File: config.mk
export PLATFORM = sky130hd
export DESIGN_NAME = cyc_acct_top
export DESIGN_NICKNAME = d
export VERILOG_FILES = /design/src/rtl/cyc_acct_pkg.sv /design/src/rtl/cyc_acct_hazard.sv /design/src/rtl/cyc_acct_branch.sv /design/src/rtl/cyc_acct_top.sv
export SDC_FILE = /design/constraint.sdc
export NUM_CORES = 1
export LEC_CHECK = 0
export CAP_MARGIN = 5
export CORE_UTILIZATION = 42
export CTS_CLUSTER_DIAMETER = 50
export DETAILED_ROUTE_END_ITERATION = 8
export GPL_ROUTABILITY_DRIVEN = 1
export PLACE_DENSITY = 0.72
export RECOVER_POWER = 25
export SLEW_MARGIN = 20
export SYNTH_ARGS = -nofsm -noshare
export SYNTH_HDL_FRONTEND = slang
export SYNTH_SLANG_ARGS = --single-unit
File: constraint.sdc
create_clock -name clk -period 5.6 [get_ports clk]
set_input_delay 1.4 -clock clk [delete_from_list [all_inputs] [get_ports clk]]
set_output_delay 1.4 -clock clk [all_outputs]
set_load 0.005 [all_outputs]
File: src/rtl/cyc_acct_pkg.sv
package cyc_acct_pkg;
    localparam logic [2:0] CLS_EXEC   = 3'd0;
    localparam logic [2:0] CLS_BRANCH = 3'd1;
    localparam logic [2:0] CLS_LOAD   = 3'd2;
    localparam logic [2:0] CLS_STORE  = 3'd3;
    localparam logic [2:0] CLS_LDM    = 3'd4;
    localparam logic [2:0] CLS_STM    = 3'd5;
endpackage

File: src/rtl/cyc_acct_hazard.sv
module cyc_acct_hazard #(
    parameter int NREG  = 16,
    parameter int NSRC  = 2,
    localparam int IDX_W = $clog2(NREG)
) (
    input  logic [NREG-1:0]             active_mask,
    input  logic [NSRC-1:0]             src_vld,
    input  logic [NSRC-1:0]             check_en,
    input  logic [NSRC-1:0][IDX_W-1:0]  src_idx,
    output logic [NSRC-1:0]             hit
);
    for (genvar g = 0; g < NSRC; g++) begin : g_src
        always_comb begin
            hit[g] = check_en[g] && src_vld[g] && active_mask[src_idx[g]];
        end
    end
endmodule

File: src/rtl/cyc_acct_branch.sv
module cyc_acct_branch (
    input  logic is_branch,
    input  logic taken,
    input  logic delay_slot,
    output logic penalty,
    output logic taken_inc,
    output logic untaken_inc
);
    always_comb begin
        taken_inc   = is_branch && taken;
        untaken_inc = is_branch && !taken;
        penalty     = taken_inc && !delay_slot;
    end
endmodule

File: src/rtl/cyc_acct_top.sv
module cyc_acct_top
    import cyc_acct_pkg::*;
#(
    parameter int NREG   = 16,
    parameter int CNT_W  = 32,
    parameter int BASE_W = 8,
    localparam int IDX_W = $clog2(NREG),
    localparam int NSRC  = 2
) (
    input  logic              clk,
    input  logic              rst_n,
    input  logic              in_valid,
    input  logic [2:0]        in_class,
    input  logic              src_a_vld,
    input  logic [IDX_W-1:0]  src_a_idx,
    input  logic              src_b_vld,
    input  logic [IDX_W-1:0]  src_b_idx,
    input  logic [IDX_W-1:0]  dst_idx,
    input  logic [BASE_W-1:0] base_cycles,
    input  logic              br_taken,
    input  logic              br_delay_slot,
    output logic [CNT_W-1:0]  cur_cycles_o,
    output logic [CNT_W-1:0]  total_o,
    output logic [CNT_W-1:0]  ld_stall_o,
    output logic [CNT_W-1:0]  br_stall_o,
    output logic [CNT_W-1:0]  taken_o,
    output logic [CNT_W-1:0]  untaken_o
);
    typedef struct packed {
        logic [NREG-1:0]  mask;
        logic [CNT_W-1:0] cur;
        logic [CNT_W-1:0] total;
        logic [CNT_W-1:0] ldst;
        logic [CNT_W-1:0] brst;
        logic [CNT_W-1:0] tk;
        logic [CNT_W-1:0] untk;
    } acct_t;

    acct_t st_d, st_q;

    logic [NSRC-1:0]            chk_en;
    logic [NSRC-1:0]            src_vld;
    logic [NSRC-1:0][IDX_W-1:0] src_idx;
    logic [NSRC-1:0]            hit;
    logic                       is_br, pen, tk_inc, untk_inc;

    always_comb begin
        is_br     = (in_class == CLS_BRANCH);
        chk_en[0] = (in_class == CLS_EXEC) || (in_class == CLS_STORE) ||
                    (in_class == CLS_LOAD) || is_br;
        chk_en[1] = (in_class == CLS_EXEC) || (in_class == CLS_STORE);
        src_vld   = {src_b_vld, src_a_vld};
        src_idx   = {src_b_idx, src_a_idx};
    end

    cyc_acct_hazard #(.NREG(NREG), .NSRC(NSRC)) i_hazard (
        .active_mask (st_q.mask),
        .src_vld     (src_vld),
        .check_en    (chk_en),
        .src_idx     (src_idx),
        .hit         (hit)
    );

    cyc_acct_branch i_branch (
        .is_branch   (is_br),
        .taken       (br_taken),
        .delay_slot  (br_delay_slot),
        .penalty     (pen),
        .taken_inc   (tk_inc),
        .untaken_inc (untk_inc)
    );

    always_comb begin
        logic [CNT_W-1:0] nstall;
        logic [CNT_W-1:0] cyc;
        st_d   = st_q;
        nstall = CNT_W'($countones(hit));
        cyc    = CNT_W'(base_cycles) + nstall + CNT_W'(pen);
        if (in_valid) begin
            st_d.mask  = (in_class == CLS_LOAD) ? (NREG'(1) << dst_idx) : '0;
            st_d.cur   = cyc;
            st_d.total = st_q.total + cyc;
            st_d.ldst  = st_q.ldst + nstall;
            st_d.brst  = st_q.brst + CNT_W'(pen);
            st_d.tk    = st_q.tk + CNT_W'(tk_inc);
            st_d.untk  = st_q.untk + CNT_W'(untk_inc);
        end
    end

    always_ff @(posedge clk) begin
        if (!rst_n) st_q <= '0;
        else        st_q <= st_d;
    end

    assign cur_cycles_o = st_q.cur;
    assign total_o      = st_q.total;
    assign ld_stall_o   = st_q.ldst;
    assign br_stall_o   = st_q.brst;
    assign taken_o      = st_q.tk;
    assign untaken_o    = st_q.untk;

    // at most one register marked
    p_mask_onehot_r2: assert property (@(posedge clk) disable iff (!rst_n)
        $onehot0(st_q.mask));

    // total advances by the reported count
    p_total_r9: assert property (@(posedge clk) disable iff (!rst_n)
        in_valid |=> total_o == $past(total_o) + cur_cycles_o);

    p_idle_r10: assert property (@(posedge clk) disable iff (!rst_n)
        !in_valid |=> $stable(total_o) && $stable(cur_cycles_o) && $stable(ld_stall_o)
                      && $stable(br_stall_o) && $stable(taken_o) && $stable(untaken_o));

    p_multi_r8: assert property (@(posedge clk) disable iff (!rst_n)
        in_valid && (in_class == CLS_LDM || in_class == CLS_STM)
        |=> cur_cycles_o == CNT_W'($past(base_cycles)) && $stable(ld_stall_o));

    p_branch_cnt_r7: assert property (@(posedge clk) disable iff (!rst_n)
        in_valid && is_br |=> CNT_W'(taken_o + untaken_o) == CNT_W'($past(taken_o + untaken_o) + 1));

    p_nonbranch_r7: assert property (@(posedge clk) disable iff (!rst_n)
        in_valid && !is_br |=> $stable(taken_o) && $stable(untaken_o) && $stable(br_stall_o));

    // at most two stall cycles per instruction
    p_stall_bound_r4: assert property (@(posedge clk) disable iff (!rst_n)
        in_valid |=> ld_stall_o - $past(ld_stall_o) <= CNT_W'(2));
endmodule

# Yosys cells after proc, flatten, opt, wreduce, memory -nomap -nowiden
# Cells that the tools add are included.
[word_totals]
register_bits = 208
inputBits = 30
output_inout_bits = 192
word_cells = 39
[op_classes]
n_addsub = 8
magnitude_cmp = 2
n_eq_ne = 3
n_shift = 1
n_mux = 5
reduce_logical = 13
[op_table]
columns = ["cell", "n"]
rows = [
  ["$add 32x1->32", 3],
  ["$add 32x10->32", 1],
  ["$add 32x2->32", 1],
  ["$mux 16", 1],
  ["$shl 1x4->16 const A", 1],
  ["$add 9x1->10", 1],
  ["$lt 4x5->1 const B", 2],
  ["$add 8x2->9", 1],
  ["$bmux 1 s4", 2],
  ["$logic_and 1x1->1", 7],
  ["$eq 3x2->1 const B", 2],
  ["$eq 3x1->1 const B", 1],
  ["$logic_not 3->1", 1],
  ["$logic_or 1x1->1", 3],
  ["$add 1x1->2", 1],
  ["$logic_not 1->1", 2],
  ["$mux 1", 2],
]

# Longest topological paths before layout
# Gate-level depths: netlist of run 1.
[logic_depth]
ltp_word = 10
depth_mapped = 17
ltp_nobuf = 16

# Hierarchy
# Synthesis of run 1 repeated with hierarchy kept, for this count alone.
[hier_totals]
cells_unflattened = 1258
hier_area_um2 = 10550.1
[by_module_without_submodules]
columns = ["mod", "instances", "cells_each", "area_each_um2"]
rows = [
  ["cyc_acct_top", 1, 1223, 10206.0],
  ["cyc_acct_hazard", 1, 32, 317.8],
  ["cyc_acct_branch", 1, 3, 26.3],
]

# Least setup slack after synthesis of run 1
# Ideal clock, no wire load.
[synth_path]
path_type = "input -> register"
startpoint = "input port src_b_idx[0]"
endpoint = "register st_q, in the netlist total_o[12]"
setup_ns = 0.115
arrival_time_ns = 5.423
required_ns = 5.485
setup_slack_ns = 0.062
cell_stages = 17
path_cell_list = "mux4_2 mux4_2 and4b_1 ha_1 fa_1 inv_1 fa_1 nand3b_1 xnor2_1 ha_1 a21o_1 a221oi_1 o31ai_1 clkbuf_1 nor2b_1 xnor2_1 and2_1"
[synth_between]
elab_chain_len = 7
[synth_rtl]
columns = ["element", "line", "rtl"]
rows = [
  ["from (decl)", "cyc_acct_top.sv:17", "input logic [IDX_W-1:0] src_b_idx,"],
  ["$bmux 1 s4", "cyc_acct_hazard.sv:14", "hit[g] = check_en[g] && src_vld[g] && active_mask[src_idx[g]];"],
  ["$mux 1 (implied by the code)", "cyc_acct_hazard.sv:14", ""],
  ["$logic_and 1x1->1", "cyc_acct_hazard.sv:14", ""],
  ["$add 1x1->2 (implied by the code)", "cyc_acct_top.sv:77", "nstall = CNT_W'($countones(hit));"],
  ["$add 8x2->9", "cyc_acct_top.sv:78", "cyc = CNT_W'(base_cycles) + nstall + CNT_W'(pen);"],
  ["$add 9x1->10", "cyc_acct_top.sv:78", ""],
  ["$add 32x10->32", "cyc_acct_top.sv:82", "st_d.total = st_q.total + cyc;"],
  ["to (signal assigned)", "cyc_acct_top.sv:92", "else st_q <= st_d;"],
  ["to (decl)", "cyc_acct_top.sv:39", "acct_t st_d, st_q;"],
]
# No other way between the ends. The select of a mux whose other input is x is not followed.
# A chain may end at the register's enable or synchronous reset.

# Worst setup path in the final report of run 1
[layout_path]
startpoint = "input port src_a_idx[0]"
endpoint = "register st_q, in the netlist total_o[27]"
[layout_between]
elab_chain_len = 7
[layout_rtl]
columns = ["element", "line", "rtl"]
rows = [
  ["from (decl)", "cyc_acct_top.sv:15", "input logic [IDX_W-1:0] src_a_idx,"],
  ["$bmux 1 s4", "cyc_acct_hazard.sv:14", ""],
  ["$mux 1 (implied by the code)", "cyc_acct_hazard.sv:14", ""],
  ["$logic_and 1x1->1", "cyc_acct_hazard.sv:14", ""],
  ["$add 1x1->2 (implied by the code)", "cyc_acct_top.sv:77", ""],
  ["$add 8x2->9", "cyc_acct_top.sv:78", ""],
  ["$add 9x1->10", "cyc_acct_top.sv:78", ""],
  ["$add 32x10->32", "cyc_acct_top.sv:82", ""],
]
# No other way between the ends. The select of a mux whose other input is x is not followed.

==> flow_metrics.tcl, run 1 <==
set metrics [dict create \
    synth-main-ff-cell "dfxtp_1" \
    dp_hpwl_um 16100 \
    leakage_nw 5.00 \
    slew_headroom_pct 9.82 \
    clockRootBuffer "clkbuf_16" \
    multiInputGateArea_sq_um 5380 \
    cp.required_ps 5930 \
    synth_warnings 0 \
    start_util_pct 42.8 \
    yosysMostFrequentCell "dfxtp_1" \
    wl_per_cell_um 14.4 \
    yosys.area.top_type_share_pct 39.8 \
    critPathSlowestCell "mux4_2" \
    grt_start_max_net_pins 109 \
    die_h_um 151 \
    timing.fmax_mhz 182 \
    numCtsBuffers 17 \
    p_sw_share_pct 23.8 \
    syn_area_per_cell_sq_um 9.29 \
    cts_tree "yes" \
    viasPerCell 5.03 \
    syn-cell-area_sq_um 9320 \
    skew_ps 11.8 \
    synthTopCellsByArea "dfxtp_1 (40%), xnor2_1 (7.6%), and2_1 (6.5%)" \
    critical_path.endpoint_type "flop" \
    seq_area_frac_synth_pct 39.8 \
    cts.sink_count 185 \
    layout.nets 1284 \
    grt-ovfl-total 0 \
    crit_path_cell_trace "buf_2 > mux4_2 > mux4_2 > and3b_1 > ha_1 > fa_1 > a21o_1 > nand2_1 > buf_4 > nor3_1 > xor2_1 > ha_1 > buf_4 > nand4_1 > nor3_2 > o21ai_1 > buf_4 > a2111oi_4 > xor2_1 > and2_1" \
    drv_slew 0 \
    top_usage_layer "met2" \
    synth_edf_count 0 \
    drive_above_1_share_pct 9.49 \
    seqPwrFrac_pct 48.1 \
    rows 54 \
    period_minus_slack_ps 5480 \
    netSwitchingPower_mw 0.664 \
    synth_area_leader_cell "dfxtp_1" \
    grt_util_met2_pct 31.1 \
    coreArea_sq_um 21800 \
    ctsHoldBuffers 0 \
    pwr-share-clk_pct 43.4 \
    finalHoldViolCount 0 \
    period_share_pct 97.9 \
    crit_top_cell "buf_4" \
    grt_usage_pct 19.4 \
    total_power_mw 2.80 \
    die-area_sq_um 22800 \
    synthArstFlopShare_pct 0 \
    status "finished, final reports clean" \
    insertion_delay_ps 430 \
    ys_seq_elements 185 \
    grt_pass1_wl_um 35500 \
    dp_slack_ps -1050 \
    drt_iter0_markers 294 \
    htree_levels 4 \
    cpPeakStageDelay_ps 510 \
    dr.pass1.iters 6 \
    p_comb_share_pct 8.5 \
    arrival_ps 5810 \
    ant_nets 0 \
    power_density_nw_per_um2 226 \
    routed-via-count 7661 \
    drt-total-wl_um 21900 \
    grtUsageMet1_pct 26.0 \
    use_met3_pct 4.37 \
    critPathMaxFanout 5 \
    synth.distinct_cells 63 \
    criticalPathCategory "input port to flop" \
    fill_cells 1948 \
    pin_count 222 \
    ys_top_cells_by_count "dfxtp_1 (185), and2_1 (97), xnor2_1 (81)" \
    p_int_mw 2.13 \
    antenna_found_initial 0 \
    drc 0 \
    cap_violations 0 \
    setup-violations-final 0 \
    clock_path_buffers 2 \
    grt_pass1_vias 7125 \
    seq_area_sq_um 3700 \
    hold_class "flop to flop" \
    fin_ws_ps 118 \
    ir_worst_vdd_mv 0.167 \
    clkTransAtPathRegs_ps 80 \
    cp-start-kind "input port" \
    area_growth_pct 33.0 \
    tightestPinTransition_ps 1350 \
    portBuffers 198 \
    syn_inst 1003 \
    fp.dieW_um 151 \
    place_congestion 0.821 \
    num_antenna_cells 0 \
]
[cells in the final DEF, fill, tap and decap left out, types with 17 or more instances in the layout]
cell               n
and2_1            97
xnor2_1           81
conb_1            23
nand3_1           50
and3_1            30
ha_1              19
nand2_1           75
clkbuf_16         17
nor2b_1           53
a21oi_1           17
clkdlybuf4s50_1  116
nand4_1           34
dlygate4sd3_1     76
dfxtp_1          185
mux2i_1           17
nor2_1            32
xor2_1            45
or3_1             23
buf_4             46
o21ai_0           25
[per-stage QoR]
stage          hold WS, ps  std cells  area, sq um  setup TNS (ps)  util [%]
5_1_grt                518       1524        12400           -67.5      56.9
3_5_place_dp           483       1490        11800          -22320      54.0
2_1_floorplan          459       1025         9400               0         -
6_report               487       1524        12400               0      56.9
4_1_cts                494       1523        12400               0      56.8
3_3_place_gp           464       1490        11800          -19320      54.0
[logic make-up after synthesis]
| kind of cell | synth area share, % |
|---|---|
| AO/OA/AOI/OAI | 7.40 |
| XOR/XNOR | 11.8 |
| adder cells (fa/ha/maj) | 3.41 |
| buffers and inverters | 4.03 |
| flip-flops | 39.8 |
| multiplexers | 4.24 |
| other | 0.0403 |
| AND/OR/NAND/NOR | 29.3 |
[registers in the layout, summed over array words and instances, names as in the netlist]
signal / cells
st_q: 16
taken_o: 32
ld_stall_o: 32
untaken_o: 32
cur_cycles_o: 9
total_o: 32
br_stall_o: 32
[worst max-delay path: cells and delay by family]
kind	cells	cell delay [ps]
and+or+nand+nor	6	830
AOI/OAI and AO/OA	3	650
buffers and inverters	4	570
adders and majority gates	3	1090
xor gates and xnor gates	2	280
muxes	2	980
[path summary, 6_finish.rpt]
kind / startpoint / to / slack [ps] / depth (start not counted)
worst min register to register: total_o[31]$_SDFFE_PN0P_ / total_o[31]$_SDFFE_PN0P_ / 490 / 2
worst max-delay path: src_a_idx[0] / total_o[27]$_SDFFE_PN0P_ / 120 / 20
worst min-delay path: total_o[31]$_SDFFE_PN0P_ / total_o[31]$_SDFFE_PN0P_ / 490 / 2
worst max register to register: st_q[207]$_SDFFE_PN0P_ / total_o[27]$_SDFFE_PN0P_ / 950 / 19
[power groups by stage]
stage | clock network (mW) | registers [mW] | logic [mW]
2_1_floorplan | 0 | 1.37 | 0.133
3_3_place_gp | 0 | 1.37 | 0.230
3_5_place_dp | 0 | 1.37 | 0.234
4_1_cts | 1.25 | 1.34 | 0.236
5_1_grt | 1.30 | 1.35 | 0.263
6_report | 1.21 | 1.34 | 0.238
[per-layer routing]
metal  up-vias  routed length [um]  share of wire (%)
li1       3863                   -                  -
met1      3594               10200                 46
met2       188               10300                 47
met3        16                1230                5.6
met4         0                 216               0.99
met5         -                   0                  0
[repair_timing]
action                     CTS  global route
setup endpoints to repair   26            22
setup buffers                1             1
resized for setup           10            10
pin swaps                    1             1
[area by class of cell]
type | count | share of cell area [%]
Tap cell | 280 | 2.83
Inverter | 16 | 0.485
Timing Repair Buffer | 246 | 18.6
Clock buffer | 20 | 3.61
Clock inverter | 12 | 1.12
Multi-Input combinational cell | 765 | 43.4
Sequential cell | 185 | 29.9
No activity file was read; power rests on OpenSTA's default activity.
==> run 2, diff against run 1 <==
==> constraint.sdc (replaced) <==
create_clock -name clk -period 5.6 [get_ports clk]
set_input_delay 1.4 -clock clk [delete_from_list [all_inputs] [get_ports clk]]
set_output_delay 1.4 -clock clk [all_outputs]
set_load 0.05 [all_outputs]
==> run 2 against run 1 <==
Core utilization unchanged. Non-clock buffer count stayed put. Hold slack is essentially flat. Final area is the same. Sequential share of layout area is the same. Via count hardly changed. Count of clock-buffer cells in the layout did not move. First-iteration DRC count decreased by 2.4%. Sequential power hardly changed. Cell count stayed put. Power up 2.8%. Largest cell class unchanged.
==> flow_metrics.tcl, run 2 (synthesis gave the netlist of run 1 again) <==
set metrics [dict create \
    status "finished, final reports clean" \
    setup-violations-final 0 \
    layout.nets 1284 \
    fin_setup_tns_ps 0 \
    dp_slack_ps -1050 \
    clock_path_buffers 2 \
    grt_pass1_vias 7125 \
    leakage_nw 4.95 \
    p_comb_share_pct 11.0 \
    finalHoldViolCount 0 \
    total_power_mw 2.87 \
    ctsHoldBuffers 0 \
    wl_per_cell_um 14.4 \
    drt-total-wl_um 21900 \
    place_congestion 0.821 \
    htree_levels 4 \
    cts.sink_count 185 \
    reg2reg_slack_ps 950 \
    critPathMaxFanout 5 \
    cp.required_ps 5930 \
    ant_nets 0 \
    grt_util_met2_pct 31.1 \
    pwr-share-clk_pct 42.2 \
    criticalPathCategory "input port to flop" \
    die_h_um 151 \
    drc 0 \
    insertion_delay_ps 430 \
    cp-start-kind "input port" \
    clkTransAtPathRegs_ps 80 \
    place_inst 1490 \
    layout_commonest_cell "dfxtp_1" \
    dr.pass1.iters 6 \
    grt_usage_pct 19.4 \
    arrival_ps 5810 \
    rows 54 \
    fill_cells 1948 \
    clockRootBuffer "clkbuf_16" \
    grtUsageMet1_pct 26.0 \
    utilization_pct 56.9 \
    tightestPinTransition_ps 1350 \
    reg2regPathDepth 19 \
    coreArea_sq_um 21800 \
    power_density_nw_per_um2 232 \
    num_antenna_cells 0 \
    slew_headroom_pct 9.79 \
    die-area_sq_um 22800 \
    p_int_mw 2.13 \
    antenna_found_initial 0 \
    use_met3_pct 4.37 \
    multiInputGateArea_sq_um 5380 \
    area_growth_pct 33.0 \
    min_to "total_o[31]$_SDFFE_PN0P_" \
    drv_slew 0 \
    pin_count 222 \
    cts_tree "yes" \
    final_cells 1524 \
    period_share_pct 97.9 \
    ir_worst_vdd_mv 0.167 \
    critical_path.endpoint_type "flop" \
    p_sw_share_pct 25.8 \
    drt_iter0_markers 287 \
    skew_ps 13.3 \
    drive_above_1_share_pct 9.49 \
    fp.dieW_um 151 \
    portBuffers 198 \
    fin_ws_ps 115 \
    timing.rr.end "total_o[27]$_SDFFE_PN0P_" \
    grt_start_max_net_pins 109 \
    top_usage_layer "met2" \
    seq_area_sq_um 3700 \
    cap_violations 0 \
    seqPwrFrac_pct 46.7 \
    grt_pass1_wl_um 35500 \
    grt-ovfl-total 0 \
    period_minus_slack_ps 5480 \
    hold_class "flop to flop" \
    hold_depth 2 \
    holdCritStartpoint "total_o[31]$_SDFFE_PN0P_" \
    timing.fmax_mhz 182 \
    dp_hpwl_um 16100 \
    numCtsBuffers 17 \
    final_cell_mix "dfxtp_1 (185), clkdlybuf4s50_1 (130), and2_1 (93), xnor2_1 (81), nand2_1 (75)" \
    routed-via-count 7657 \
    start_util_pct 42.8 \
    worstReg2RegStart "st_q[207]$_SDFFE_PN0P_" \
    netSwitchingPower_mw 0.743 \
    viasPerCell 5.02 \
]
-- run 2: worst max path at each step --
| stage | from | to | slack [ps] | cells past startpoint |
|---|---|---|---|---|
| after floorplan | src_b_idx[0] | total_o[12]$_SDFFE_PN0P_ | 60 | 17 |
| after global placement | src_b_idx[0] | total_o[20]$_SDFFE_PN0P_ | -950 | 18 |
| final | src_a_idx[0] | total_o[27]$_SDFFE_PN0P_ | 120 | 20 |
| after CTS | src_a_idx[0] | total_o[20]$_SDFFE_PN0P_ | 10 | 18 |
| after detailed placement | src_a_idx[0] | total_o[20]$_SDFFE_PN0P_ | -1050 | 18 |
| after global routing | src_a_idx[0] | total_o[27]$_SDFFE_PN0P_ | -60 | 20 |
-- run 2: worst max-delay path, cell delays in order --
cell and delay (ps):
buf_2 150, mux4_2 510, mux4_2 470, and3b_1 200, ha_1 340, fa_1 430
a21o_1 190, nand2_1 120, buf_4 130, nor3_1 50, xor2_1 180, ha_1 320
buf_4 120, nand4_1 140, nor3_2 150, o21ai_1 100, buf_4 170, a2111oi_4 360
xor2_1 100, and2_1 160
-- run 2: power by group through the flow --
stage | clock (mW) | combinational, mW | sequential (mW)
after CTS | 1.25 | 0.314 | 1.34
final | 1.21 | 0.317 | 1.34
after global routing | 1.30 | 0.341 | 1.35
after detailed placement | 0 | 0.312 | 1.37
after floorplan | 0 | 0.164 | 1.42
after global placement | 0 | 0.308 | 1.37
-- run 2: metal layers --
metal  vias to the layer above  share of wire [%]
met3                        16                5.6
met5                         -                  0
met4                         0               0.99
li1                       3862                  -
met1                      3593                 46
met2                       186                 47
-- run 2: through the flow --
| stage | hold slack (ps) | instance area, sq um |
|---|---|---|
| CTS | 494 | 12400 |
| floorplan | 459 | 9400 |
| global placement | 464 | 11800 |
| global route | 518 | 12400 |
| detailed placement | 483 | 11800 |
| finish | 487 | 12400 |
-- run 2: layout make-up --
cell class | instances | area share, %
Multi-Input combinational cell | 765 | 43.4
Sequential cell | 185 | 29.9
Timing Repair Buffer | 246 | 18.6
Clock buffer | 20 | 3.61
Tap cell | 280 | 2.83
Clock inverter | 12 | 1.12
Inverter | 16 | 0.485
-- run 2: repair_timing --
action                     in CTS  in global routing
pin swaps                       1                  1
buffers inserted                1                  1
setup endpoints to repair      26                 22
gates resized for setup        10                 10
==> run 3, diff against run 2 <==
CORE_UTILIZATION = 46   (was 42)
PLACE_DENSITY = 0.78   (was 0.72)
SLEW_MARGIN = unset   (was 20)
==> run 3 against run 2 <==
Fmax increased by 2.2%. First-iteration DRC count increased by 12%. Clock skew about the same.
==> flow_metrics.tcl, run 3 (synthesis gave the netlist of run 1 again) <==
set metrics [dict create \
    finalHoldViolCount 0 \
    cp.required_ps 5930 \
    clockRootBuffer "clkbuf_16" \
    period_share_pct 95.8 \
    seqPwrFrac_pct 47.9 \
    insertion_delay_ps 430 \
    grt_start_max_net_pins 119 \
    grt-ovfl-total 0 \
    start_util_pct 47.4 \
    multiInputGateArea_sq_um 5400 \
    rows 51 \
    num_antenna_cells 0 \
    htree_levels 4 \
    criticalPathCategory "input port to flop" \
    drc 0 \
    viasPerCell 5.10 \
    drv_slew 0 \
    hold_class "flop to flop" \
    cts.sink_count 185 \
    antenna_found_initial 0 \
    final_cell_mix "dfxtp_1 (185), clkdlybuf4s50_1 (126), and2_1 (96), xnor2_1 (80), nand2_1 (75)" \
    critPathMaxFanout 5 \
    ir_worst_vdd_mv 0.195 \
    drt-total-wl_um 21800 \
    layout.nets 1276 \
    grt_pass1_vias 7121 \
    critical_path.endpoint_type "flop" \
    setup-violations-final 0 \
    period_minus_slack_ps 5370 \
    cp-start-kind "input port" \
    fin_setup_tns_ps 0 \
    grt_pass1_wl_um 35100 \
    die_h_um 144 \
    dp_hpwl_um 15600 \
    die-area_sq_um 20800 \
    cts_tree "yes" \
    pin_count 222 \
    drive_above_1_share_pct 9.47 \
    portBuffers 198 \
    crit_path_cell_trace "clkbuf_2 > mux4_2 > mux4_2 > and4b_1 > ha_1 > fa_1 > a21o_1 > nand2_1 > nor2_1 > xor2_1 > ha_1 > buf_4 > nand4_1 > nor3_1 > o21ai_1 > buf_4 > a2111oi_4 > xor2_1 > and2_1" \
    netSwitchingPower_mw 0.764 \
    numCtsBuffers 17 \
    slew_headroom_pct 36.4 \
    cp.buffers_inverters 3 \
    tightestPinTransition_ps 953 \
    skew_ps 13.2 \
    power_density_nw_per_um2 227 \
    ctsHoldBuffers 0 \
    dr.pass1.iters 4 \
    cts_setup_buffers 0 \
    clock_path_buffers 2 \
    coreArea_sq_um 19700 \
    grt_usage_pct 21.0 \
    routed-via-count 7652 \
    wl_per_cell_um 14.5 \
    place_congestion 0.851 \
    p_sw_share_pct 27.3 \
    fill_cells 1717 \
    clkTransAtPathRegs_ps 70 \
    cpPeakStageDelay_ps 510 \
    seq_area_sq_um 3700 \
    ant_nets 0 \
    layout_commonest_cell "dfxtp_1" \
    cp_top_family "adder cells" \
    critPathSlowestCell "mux4_2" \
    status "finished, final reports clean" \
    timing.fmax_mhz 186 \
    drt_iter0_markers 321 \
    p_comb_share_pct 11.2 \
    final_cells 1501 \
    area_growth_pct 32.3 \
    pwr-share-clk_pct 40.9 \
    place_inst 1469 \
    arrival_ps 5690 \
    leakage_nw 4.96 \
    cap_violations 0 \
    fp.dieW_um 144 \
    p_int_mw 2.04 \
]
run 3: tightest hold or removal path, cell delays in order, from the launching register on:
cell,delay [ps]
dfxtp_1,320
nand2_1,60
mux2i_1,60
run 3: repair_timing:
item                                    4_1_cts  5_1_grt
resized for setup                             8       14
endpoints found under the setup margin       26       26
pin swaps                                     0        1
endpoints found under the hold margin         0        0
run 3: per-stage QoR:
step / utilization [%] / area [sq um] / hold slack [ps] / power, mW / setup WS [ps]
after floorplan: - / 9400 / 459 / 1.58 / 59.5
after global placement: 59.5 / 11700 / 464 / 1.68 / -804
after detailed placement: 59.5 / 11700 / 472 / 1.68 / -899
after CTS: 62.5 / 12300 / 490 / 2.83 / 7.48
after global routing: 62.7 / 12300 / 510 / 2.92 / -9.60
final: 62.7 / 12300 / 485 / 2.80 / 235
run 3: power by group through the flow:
stage | sequential, mW | clock (mW) | combinational, mW
final | 1.34 | 1.15 | 0.314
after CTS | 1.34 | 1.18 | 0.311
after detailed placement | 1.37 | 0 | 0.306
after global routing | 1.34 | 1.24 | 0.337
after global placement | 1.37 | 0 | 0.302
after floorplan | 1.42 | 0 | 0.164
run 3: cell type report:
cell class	instances	share of cell area [%]
Inverter	16	0.487
Timing Repair Buffer	238	18.4
Multi-Input combinational cell	765	43.8
Sequential cell	185	30.0
Clock buffer	17	3.45
Clock inverter	15	1.10
Tap cell	265	2.69
run 3: per-layer routing:
layer / track usage (%) / routed length [um]
met1: 27.2 / 9980
met2: 34.6 / 10500
met3: 4.47 / 1020
met5: 0 / 0
met4: 6.93 / 295
run 3: worst paths after layout:
| kind | from | endpoint | slack, ps | cells after the start |
|---|---|---|---|---|
| worst min-delay path | total_o[31]$_SDFFE_PN0P_ | total_o[31]$_SDFFE_PN0P_ | 490 | 2 |
| worst max register to register | st_q[197]$_SDFFE_PN0P_ | total_o[27]$_SDFFE_PN0P_ | 1060 | 18 |
| worst max-delay path | src_b_idx[0] | total_o[27]$_SDFFE_PN0P_ | 230 | 19 |
| worst min register to register | total_o[31]$_SDFFE_PN0P_ | total_o[31]$_SDFFE_PN0P_ | 490 | 2 |
